===== src/rtl/dwm_pkg.sv =====
package dwm_pkg;
  typedef enum logic [1:0] {
    REGEN_HOLD    = 2'd0,
    REGEN_COPY    = 2'd1,
    REGEN_RELEASE = 2'd2,
    REGEN_IDLE    = 2'd3
  } regen_cmd_e;
endpackage


===== src/rtl/dwm_row_decode.sv =====
module dwm_row_decode #(
  parameter int ADDR_W = 4
) (
  input  logic [ADDR_W-1:0]      addr,
  input  logic                   en,
  output logic [(1<<ADDR_W)-1:0] sel
);
  localparam int ROWS = 1 << ADDR_W;

  always_comb begin
    sel = '0;
    for (int r = 0; r < ROWS; r++) begin
      if (en && (addr == ADDR_W'(r))) sel[r] = 1'b1;
    end
  end
endmodule


===== src/rtl/dwm_word_array.sv =====
module dwm_word_array #(
  parameter int ADDR_W = 4,
  parameter int DATA_W = 8
) (
  input  logic                   clk,
  input  logic                   rst,
  input  logic [(1<<ADDR_W)-1:0] rd_sel,
  input  logic [(1<<ADDR_W)-1:0] cm_sel,
  input  logic [DATA_W-1:0]      cm_bits,
  output logic [DATA_W-1:0]      sel_word
);
  localparam int ROWS = 1 << ADDR_W;

  logic [DATA_W-1:0] word_q [ROWS];

  // one storage row per address; read empties, commit ORs in
  for (genvar r = 0; r < ROWS; r++) begin : g_row
    always_ff @(posedge clk) begin
      if (rst)            word_q[r] <= '0;
      else if (rd_sel[r]) word_q[r] <= '0;
      else if (cm_sel[r]) word_q[r] <= word_q[r] | cm_bits;
    end
  end

  always_comb begin
    sel_word = '0;
    for (int r = 0; r < ROWS; r++) begin
      if (rd_sel[r]) sel_word = sel_word | word_q[r];
    end
  end
endmodule


===== src/rtl/dwm_capture.sv =====
module dwm_capture #(
  parameter int ADDR_W = 4,
  parameter int DATA_W = 8
) (
  input  logic              clk,
  input  logic              rst,
  input  logic              wr_go,
  input  logic              cm_go,
  input  logic [ADDR_W-1:0] addr,
  input  logic [DATA_W-1:0] lanes,
  input  logic              lane_act,
  output logic              open_now,
  output logic [ADDR_W-1:0] row_now,
  output logic              commit_go,
  output logic [DATA_W-1:0] commit_bits,
  output logic              pass_go
);
  logic              open_q;
  logic [ADDR_W-1:0] row_q;
  logic [DATA_W-1:0] cap_q;

  assign open_now    = open_q | wr_go;
  assign row_now     = wr_go ? addr : row_q;
  assign commit_go   = cm_go & open_now;
  assign commit_bits = cap_q | lanes;
  assign pass_go     = ~open_now & lane_act;

  always_ff @(posedge clk) begin
    if (rst) begin
      open_q <= 1'b0;
      row_q  <= '0;
      cap_q  <= '0;
    end else if (commit_go) begin
      open_q <= 1'b0;
      cap_q  <= '0;
    end else if (open_now) begin
      open_q <= 1'b1;
      row_q  <= row_now;
      cap_q  <= cap_q | lanes;
    end
  end
endmodule


===== src/rtl/dwm_regen.sv =====
module dwm_regen
  import dwm_pkg::*;
#(
  parameter int DATA_W = 8
) (
  input  logic              clk,
  input  logic              rst,
  input  logic              load,
  input  logic [DATA_W-1:0] load_bits,
  input  regen_cmd_e        cmd,
  output logic              copy_act,
  output logic [DATA_W-1:0] copy_bits,
  output logic              rel_go,
  output logic [DATA_W-1:0] rel_bits
);
  logic [DATA_W-1:0] held_q;

  assign copy_act  = (cmd == REGEN_COPY);
  assign copy_bits = copy_act ? held_q : '0;
  assign rel_go    = (cmd == REGEN_RELEASE);
  assign rel_bits  = held_q;

  always_ff @(posedge clk) begin
    if (rst)         held_q <= '0;
    else if (load)   held_q <= load_bits;
    else if (rel_go) held_q <= '0;
  end
endmodule


===== src/rtl/dr_word_mem.sv =====
module dr_word_mem
  import dwm_pkg::*;
#(
  parameter int ADDR_W = 4,
  parameter int DATA_W = 8
) (
  input  logic              clk,
  input  logic              rst,
  input  logic [ADDR_W-1:0] addr,
  input  logic              rd_stb,
  input  logic              wr_stb,
  input  logic [DATA_W-1:0] wr_data,
  input  logic              commit_stb,
  input  logic              inject_all,
  input  logic [1:0]        regen_cmd,
  output logic              rd_valid,
  output logic [DATA_W-1:0] rd_data,
  output logic              fwd_valid,
  output logic [DATA_W-1:0] fwd_data,
  output logic              pass_valid,
  output logic [DATA_W-1:0] pass_data
);
  localparam int ROWS = 1 << ADDR_W;

  regen_cmd_e        cmd;
  logic              rd_go, cm_go, wr_go;
  logic [DATA_W-1:0] lanes;
  logic              copy_act, rel_go, open_now, commit_go, pass_go;
  logic [DATA_W-1:0] copy_bits, rel_bits, commit_bits, sel_word;
  logic [ADDR_W-1:0] row_now;
  logic [ROWS-1:0]   rd_sel, cm_sel;

  assign cmd = regen_cmd_e'(regen_cmd);

  // tie-break: read over commit over write
  assign rd_go = rd_stb;
  assign cm_go = commit_stb & ~rd_stb;
  assign wr_go = wr_stb & ~rd_stb & ~commit_stb;

  assign lanes = (wr_go ? wr_data : '0) | (inject_all ? '1 : '0) | copy_bits;

  dwm_row_decode #(.ADDR_W(ADDR_W)) rd_dec_i (
    .addr(addr), .en(rd_go), .sel(rd_sel)
  );

  dwm_row_decode #(.ADDR_W(ADDR_W)) cm_dec_i (
    .addr(row_now), .en(commit_go), .sel(cm_sel)
  );

  dwm_word_array #(.ADDR_W(ADDR_W), .DATA_W(DATA_W)) array_i (
    .clk(clk), .rst(rst), .rd_sel(rd_sel), .cm_sel(cm_sel),
    .cm_bits(commit_bits), .sel_word(sel_word)
  );

  dwm_capture #(.ADDR_W(ADDR_W), .DATA_W(DATA_W)) cap_i (
    .clk(clk), .rst(rst), .wr_go(wr_go), .cm_go(cm_go), .addr(addr),
    .lanes(lanes), .lane_act(inject_all | copy_act), .open_now(open_now),
    .row_now(row_now), .commit_go(commit_go), .commit_bits(commit_bits),
    .pass_go(pass_go)
  );

  dwm_regen #(.DATA_W(DATA_W)) regen_i (
    .clk(clk), .rst(rst), .load(rd_go), .load_bits(sel_word), .cmd(cmd),
    .copy_act(copy_act), .copy_bits(copy_bits), .rel_go(rel_go),
    .rel_bits(rel_bits)
  );

  always_ff @(posedge clk) begin
    if (rst) begin
      rd_valid   <= 1'b0;
      rd_data    <= '0;
      fwd_valid  <= 1'b0;
      fwd_data   <= '0;
      pass_valid <= 1'b0;
      pass_data  <= '0;
    end else begin
      rd_valid   <= rd_go;
      rd_data    <= rd_go ? sel_word : '0;
      fwd_valid  <= rel_go;
      fwd_data   <= rel_go ? rel_bits : '0;
      pass_valid <= pass_go;
      pass_data  <= (pass_go && open_now == 1'b0) ? lanes : '0;
    end
  end
endmodule


===== config.mk =====
export PLATFORM = sky130hd
export DESIGN_NAME = dr_word_mem
export DESIGN_NICKNAME = d
export VERILOG_FILES = /design/src/rtl/dwm_pkg.sv /design/src/rtl/dwm_row_decode.sv /design/src/rtl/dwm_word_array.sv /design/src/rtl/dwm_capture.sv /design/src/rtl/dwm_regen.sv /design/src/rtl/dr_word_mem.sv
export SDC_FILE = /design/constraint.sdc
export NUM_CORES = 1
export LEC_CHECK = 0
export ABC_CLOCK_PERIOD_IN_PS = 5030
export CORE_ASPECT_RATIO = 0.8
export CORE_MARGIN = 4
export CORE_UTILIZATION = 50
export DETAILED_ROUTE_END_ITERATION = 16
export PLACE_DENSITY = 0.68
export SYNTH_ARGS = -nofsm -noshare
export SYNTH_HDL_FRONTEND = slang
export SYNTH_HIERARCHICAL = 1
export SYNTH_SLANG_ARGS = --single-unit

===== constraint.sdc =====
create_clock -name clk -period 5.03 [get_ports clk]
set_input_delay 0.7545 -clock clk [delete_from_list [all_inputs] [get_ports clk]]
set_output_delay 0.7545 -clock clk [all_outputs]
set_load 0.1 [all_outputs]

# Word level (Yosys, flattened, before mapping)
# Memory sizes are Yosys's and may differ from the RTL's.
# Cells that the tools add are included.
word_totals:
  reg_bits: 48
  word_cells: 363
  memories: 1
  in_bits: 20
  ramBits: 128
  output_inout_bits: 27
memory_table:
  columns: ["memory", "depth", "width", "read_ports", "rd_clocked_by_memory_dff", "wr", "line_no", "source"]
  rows:
  - ["array_i.word_q", 16, 8, 16, 0, 16, "dwm_word_array.sv:14", "logic [DATA_W-1:0] word_q [ROWS];"]
classes:
  reduce_logical: 41
  n_bitwise: 79
  n_mux: 200
  n_eq_ne: 32
ops:
  columns: ["cell", "n"]
  rows:
  - ["two-way mux 8 bit", 53]
  - ["OR 8 bit", 34]
  - ["two-way mux 1 bit", 146]
  - ["equality test 4 bit (second input constant)", 16]
  - ["OR 1 bit", 34]
  - ["logical AND 1 bit", 33]
  - ["equality test 4 x 3 -> 1 bit (second input constant)", 8]
  - ["equality test 4 x 2 -> 1 bit (second input constant)", 4]
  - ["equality test 4 x 1 -> 1 bit (second input constant)", 2]
  - ["zero test 4 bit", 2]
  - ["OR reduction 2 bit", 4]
  - ["inverter 1 bit", 6]
  - ["bitwise AND 1 bit", 5]
  - ["two-way mux 4 bit", 1]
  - ["equality test 2 x 1 -> 1 bit (second input constant)", 1]
  - ["equality test 2 bit (second input constant)", 1]
  - ["AND reduction 2 bit", 1]
  - ["nonzero test 2 bit", 1]

# Logic depth before layout (Yosys ltp)
# Gate-level depths: netlist of run 1.
depth:
  depth_word: 35
  mapped_depth: 9
  mapped_depth_nobuf: 7

# Hierarchy
# Netlist of run 1, hierarchy kept.
by_module_without_submodules:
  columns: ["module", "seq_area_each_um2", "area_each_um2", "cells_per_inst", "n_inst"]
  rows:
  - ["dwm_word_array", 3843.7, 5984.5, 396, 1]
  - ["dr_word_mem", 540.5, 942.2, 87, 1]
  - ["dwm_capture", 260.2, 550.5, 58, 1]
  - ["dwm_regen", 160.2, 384.1, 47, 1]
  - ["dwm_row_decode", 0.0, 117.6, 23, 2]

# Worst setup path after synthesis of run 1
# No wires, ideal clock.
synth_timing:
  kind: "input port to flip-flop"
  from: "input rd_stb"
  to: "memory array_i.word_q[0][0], enable pin"
  arrival_ns: 2.717
  n_path_buf: 2
  path_slack_ns: 1.984
  setup_ns: 0.328
  t_required_ns: 4.702
  cell_stages: 8
  cell_sequence: "clkbuf_1 > nor3b_1 > or2_4 > buf_6 > and2_1 > or3b_4 > nor3_2 > or3_1"
synth_rtl:
  columns: ["item", "line_no", "source"]
  rows:
  - ["start: declaration", "dr_word_mem.sv:10", "input logic rd_stb,"]
  - ["end: declaration", "dwm_word_array.sv:14", null]

==> results_dict.tcl, run 1 <==
set metrics [dict create \
    clk_latency_ns 0.42 \
    power_density_nw_per_um2 346 \
    cts.repair.resized 0 \
    drt_wl_total_um 20100 \
    fin_area_um2 9180 \
    htreeDepth 4 \
    dp_cells 853 \
    regToRegSetupSlack_ns 2.87 \
    place_area_um2 8600 \
    ctsRootBufferMaster "clkbuf_16" \
    globalplace.congestion 0.954 \
    antenna_found_initial 0 \
    synth_ff_type "edfxtp_1" \
    clkSlewWorstSetupHoldPaths_ns 0.06 \
    yosysWarnings 6 \
    rows 41 \
    die_area_um2 18300 \
    grt_pass1_vias 5149 \
    cts_tree "yes" \
    worst-slew-pin-transition_ns 0.982 \
    whs_ns 0.470 \
    cts_sinks 176 \
    drv_cap 0 \
    setup_viol 0 \
    rsz0062_at_grt "no" \
    wire_per_inst_um 22.7 \
    fin_cells 885 \
    syn_inst 634 \
    grt_usage_pct 22.3 \
    dieWidth_um 150 \
    core_area_um2 15800 \
    overflow 0 \
    power_mw 3.17 \
    slew_viol_final 0 \
    start_util_pct 51.2 \
    crit_fanout 13 \
    relSlewSlack_pct 34.3 \
    postCtsHoldBufs 0 \
    firstDrtPassIters 7 \
    p_leak_nw 3.15 \
    reg2reg_depth 6 \
    startpoint_type "input port" \
    yosysTopAreaCellShare_pct 47.5 \
    synth_area_leader_cell "edfxtp_1" \
    ant_nets 0 \
    finalCritPeriodShare_pct 72.4 \
    outcome "finished, final reports clean" \
    drc 0 \
    num_vias 5521 \
    max_freq_mhz 275 \
    dpl.hpwl_um 13900 \
    finalHoldViolations 0 \
    die_h_um 122 \
    hold-path-cell-count 2 \
    skew_ns 0.00547 \
    netlist_area_um2 8100 \
    cp.arrival_ns 3.93 \
    cts_max_path_buffers 2 \
    cts_buffers 17 \
    pin_count 47 \
    cts_setup_buffers 0 \
    layout_setup_ws_ns 1.39 \
    synth-edff-count 128 \
    hp-class "reg -> reg" \
    async_flop_share_pct 0 \
    drt_iter0_drc 544 \
    synth_fp_nets 654 \
    crit_type "in -> reg" \
    syn_avg_cell_area_um2 12.8 \
    min_period_ns 3.64 \
    end_kind "flop" \
    synth_seq_cells 176 \
    final.setup.tns_ns 0 \
    antenna_cells_inserted 0 \
    area_growth_pct 13.3 \
    place_ws_ns 1.05 \
    synth_seq_area_share_pct 59.3 \
    port_buffers 46 \
    final_core_util_pct 58.1 \
    required_ns 5.32 \
    grt_max_degree 36 \
    grt_pass1_wl_um 30400 \
    ys_types 37 \
    final_nets 677 \
    netlist_top_cells_count "128 x edfxtp_1, 128 x o21a_1, 48 x dfxtp_1, 45 x nor2_1" \
    ir_drop_uv 283 \
    vias_per_cell 6.24 \
    synth_area_leaders "edfxtp_1 47%, dfxtp_1 12%, o21a_1 12%, a221oi_1 3.5%, a22o_1 3.5%" \
    final_layout_size_suffix_gt1_share_pct 11.6 \
]
[power breakdown]
part / internal [mW] / switching [mW] / total (mW)
combinational: 0.0668 / 0.199 / 0.266
clock: 0.745 / 0.520 / 1.26
sequential: 1.61 / 0.0332 / 1.64
total: 2.42 / 0.752 / 3.17
[state kept, by name, summed over array words and instances, names as in the netlist]
name	cells
fwd_data	8
fwd_valid	1
cap_i/open_q	1
pass_data	8
array_i/word_q	128
pass_valid	1
cap_i/row_q	4
cap_i/cap_q	8
regen_i/rel_bits	8
rd_data	8
rd_valid	1
[worst max-delay path, cell delays in order]
cell and delay [ns]:
clkdlybuf4s50_1 0.64, nor3b_1 0.68, or2_4 0.33, and2_1 0.21, or3b_4 0.44, nor2_1 0.30
nor3b_4 0.40, o21a_1 0.18
[cell usage in the layout (no fill, tap or decap), drive strengths merged, types with 12 or more instances in the layout]
master / n
edfxtp: 128
nand2: 18
a22o: 32
nand3b: 12
o21a: 128
or3: 16
clkbuf: 29
a21oi: 24
nor2: 45
a221oi: 32
dfxtp: 48
nor3b: 18
and2: 25
clkdlybuf4s50: 45
[routing by layer]
layer,GRT usage (%),up-vias,wire (um)
li1,-,2477,-
met1,33.4,2759,9070
met2,31.4,259,8720
met3,6.32,26,1910
met4,7.26,0,364
met5,0,-,0
[cell type report]
type                            instances  area (um2)
Fill cell                            1339        6620
Sequential cell                       176        4800
Multi-Input combinational cell        409        3030
Clock buffer                           29         553
Timing Repair Buffer                   51         493
Tap cell                              215         269
Clock inverter                          3        18.8
Inverter                                2        7.51
[cells by family after synthesis]
family	synth area share (%)
AOI/OAI and AO/OA	20.8
muxes	1.05
buffers and inverters	3.23
and+or+nand+nor	15.5
DFF	59.3
[worst paths after layout]
kind,endpoint,startpoint
setup / recovery,array_i/word_q[0][9],wr_stb
setup reg to reg,array_i/word_q[0][9],cap_i/open_q
hold reg to reg,cap_i/cap_q[2],cap_i/cap_q[2]
hold / removal,cap_i/cap_q[2],cap_i/cap_q[2]
No activity file was read; power rests on OpenSTA's default activity.
==> run 2: changes to the inputs <==
--- a/config.mk
+++ b/config.mk
@@ -5,12 +5,12 @@
 export SDC_FILE = /design/constraint.sdc
 export NUM_CORES = 1
 export LEC_CHECK = 0
-export ABC_CLOCK_PERIOD_IN_PS = 5030
+export ABC_CLOCK_PERIOD_IN_PS = 3000
 export CORE_ASPECT_RATIO = 0.8
 export CORE_MARGIN = 4
 export CORE_UTILIZATION = 50
 export DETAILED_ROUTE_END_ITERATION = 16
-export PLACE_DENSITY = 0.68
+export PLACE_DENSITY = 0.7
 export SYNTH_ARGS = -nofsm -noshare
 export SYNTH_HDL_FRONTEND = slang
 export SYNTH_HIERARCHICAL = 1
==> constraint.sdc (replaced) <==
create_clock -name clk -period 3 [get_ports clk]
set_input_delay 0.45 -clock clk [delete_from_list [all_inputs] [get_ports clk]]
set_output_delay 0.45 -clock clk [all_outputs]
set_load 0.1 [all_outputs]
==> results_dict.tcl, run 2 (synthesis results as in run 1) <==
set metrics [dict create \
    outcome "finished, final reports clean" \
    end_kind "flop" \
    dieWidth_um 150 \
    power_mw 5.49 \
    firstDrtPassIters 5 \
    dpl.hpwl_um 14400 \
    cts_buffers 17 \
    antenna_found_initial 0 \
    grt_pass1_vias 5620 \
    cts_max_path_buffers 2 \
    overflow 0 \
    cts_setup_buffers 0 \
    cts.repair.resized 0 \
    skew_ns 0.0106 \
    grt_use_met1_pct 32.3 \
    final_layout_size_suffix_gt1_share_pct 20.1 \
    whs_ns 0.464 \
    die_area_um2 18300 \
    grt_usage_pct 23.5 \
    ant_nets 0 \
    drt_wl_total_um 20700 \
    setup_viol 0 \
    n_fill_cell 1292 \
    top_register "array_i/word_q" \
    dp_cells 884 \
    hp-class "reg -> reg" \
    crit_type "in -> reg" \
    fin_cells 916 \
    worst-slew-pin-transition_ns 0.941 \
    die_h_um 122 \
    ctsRootBufferMaster "clkbuf_16" \
    drt_iter0_drc 568 \
    cp.arrival_ns 2.99 \
    max_freq_mhz 370 \
    finalCritPeriodShare_pct 90.1 \
    clkSlewWorstSetupHoldPaths_ns 0.06 \
    final_nets 708 \
    cts_sinks 176 \
    area_growth_pct 16.1 \
    largest_reg_flops 128 \
    use_met2_pct 36.2 \
    slew_viol_final 0 \
    final_cell_mix "128 x o21a_1, 128 x edfxtp_1, 61 x buf_4, 48 x dfxtp_1, 45 x nor2_1" \
    use_met3_pct 6.28 \
    finalHoldViolations 0 \
    pin_count 47 \
    vias_per_cell 6.21 \
    globalplace.congestion 0.969 \
    start_util_pct 51.2 \
    rows 41 \
    final.setup.tns_ns 0 \
    drv_cap 0 \
    drc 0 \
    required_ns 3.29 \
    grt_pass1_wl_um 31900 \
    grt_busiest_layer "met2" \
    core_area_um2 15800 \
    crit_fanout 8 \
    antenna_cells_inserted 0 \
    rsz0062_at_grt "no" \
    p_leak_nw 3.39 \
    grt_max_degree 51 \
    power_density_nw_per_um2 584 \
    postCtsHoldBufs 0 \
    cts_tree "yes" \
    num_vias 5684 \
    wire_per_inst_um 22.6 \
    min_period_ns 2.70 \
    relSlewSlack_pct 37.1 \
    ir_drop_uv 431 \
    clk_latency_ns 0.43 \
    htreeDepth 4 \
    startpoint_type "input port" \
    port_buffers 46 \
]
-- run 2: cell count changes in the layout (fill, tap and decap cells not counted), sizes merged --
cell           delta
buf              +58
clkdlybuf4s50    -27
clkbuf           -10
inv               +6
bufinv            +2
clkinv            +2
-- run 2: final timing paths --
kind / from / end / slack (ns) / depth (start not counted)
setup / recovery: rd_stb / array_i/word_q[0][6] / 0.30 / 8
hold / removal: cap_i/cap_q[7] / cap_i/cap_q[7] / 0.46 / 2
setup reg to reg: cap_i/open_q / array_i/word_q[0][6] / 1.03 / 6
hold reg to reg: cap_i/cap_q[7] / cap_i/cap_q[7] / 0.46 / 2
-- run 2: through the flow --
step,worst slack [ns],area (um2),utilization [%]
floorplan,0.259,8100,-
global placement,-0.0155,8790,55.7
detailed placement,-0.0565,8790,55.7
CTS,0.352,9400,59.5
global route,0.145,9400,59.5
finish,0.298,9400,59.5
-- run 2: critical path: stages --
cell	delay (ns)
clkdlybuf4s50_1	0.50
nor3b_1	0.26
buf_4	0.19
mux2_2	0.37
or3b_4	0.45
nor3_2	0.21
nor3b_4	0.38
o21a_1	0.19
-- run 2: power breakdown --
group          leakage, nW  total (mW)  internal (mW)  switching, mW
Sequential            1.72        2.76           2.70         0.0592
Clock                0.300        2.26           1.29          0.967
Combinational         1.37       0.471          0.127          0.344
Total                 3.39        5.49           4.12           1.37
-- run 2: routing by layer --
| layer | part of all wire, % | wire (um) |
|---|---|---|
| met5 | 0 | 0 |
| met4 | 2.4 | 507 |
| met3 | 8.9 | 1840 |
| met2 | 46 | 9480 |
| met1 | 43 | 8910 |
-- run 2: final cells by class --
cell class	instances	area (um2)	share of cell area (%)
Inverter	2	7.51	0.0799
Tap cell	215	269	2.86
Clock inverter	13	149	1.58
Sequential cell	176	4800	51.1
Timing Repair Buffer	82	683	7.27
Clock buffer	19	454	4.83
Multi-Input combinational cell	409	3030	32.2
==> run 3: changes to the inputs <==
--- a/config.mk
+++ b/config.mk
@@ -10,7 +10,9 @@
 export CORE_MARGIN = 4
 export CORE_UTILIZATION = 50
 export DETAILED_ROUTE_END_ITERATION = 16
+export HOLD_SLACK_MARGIN = 0.03
 export PLACE_DENSITY = 0.7
+export SKIP_CTS_REPAIR_TIMING = 1
 export SYNTH_ARGS = -nofsm -noshare
 export SYNTH_HDL_FRONTEND = slang
 export SYNTH_HIERARCHICAL = 1
==> results of run 3 <==
The final DEF is identical to that of run 2; final timing and power are the same.
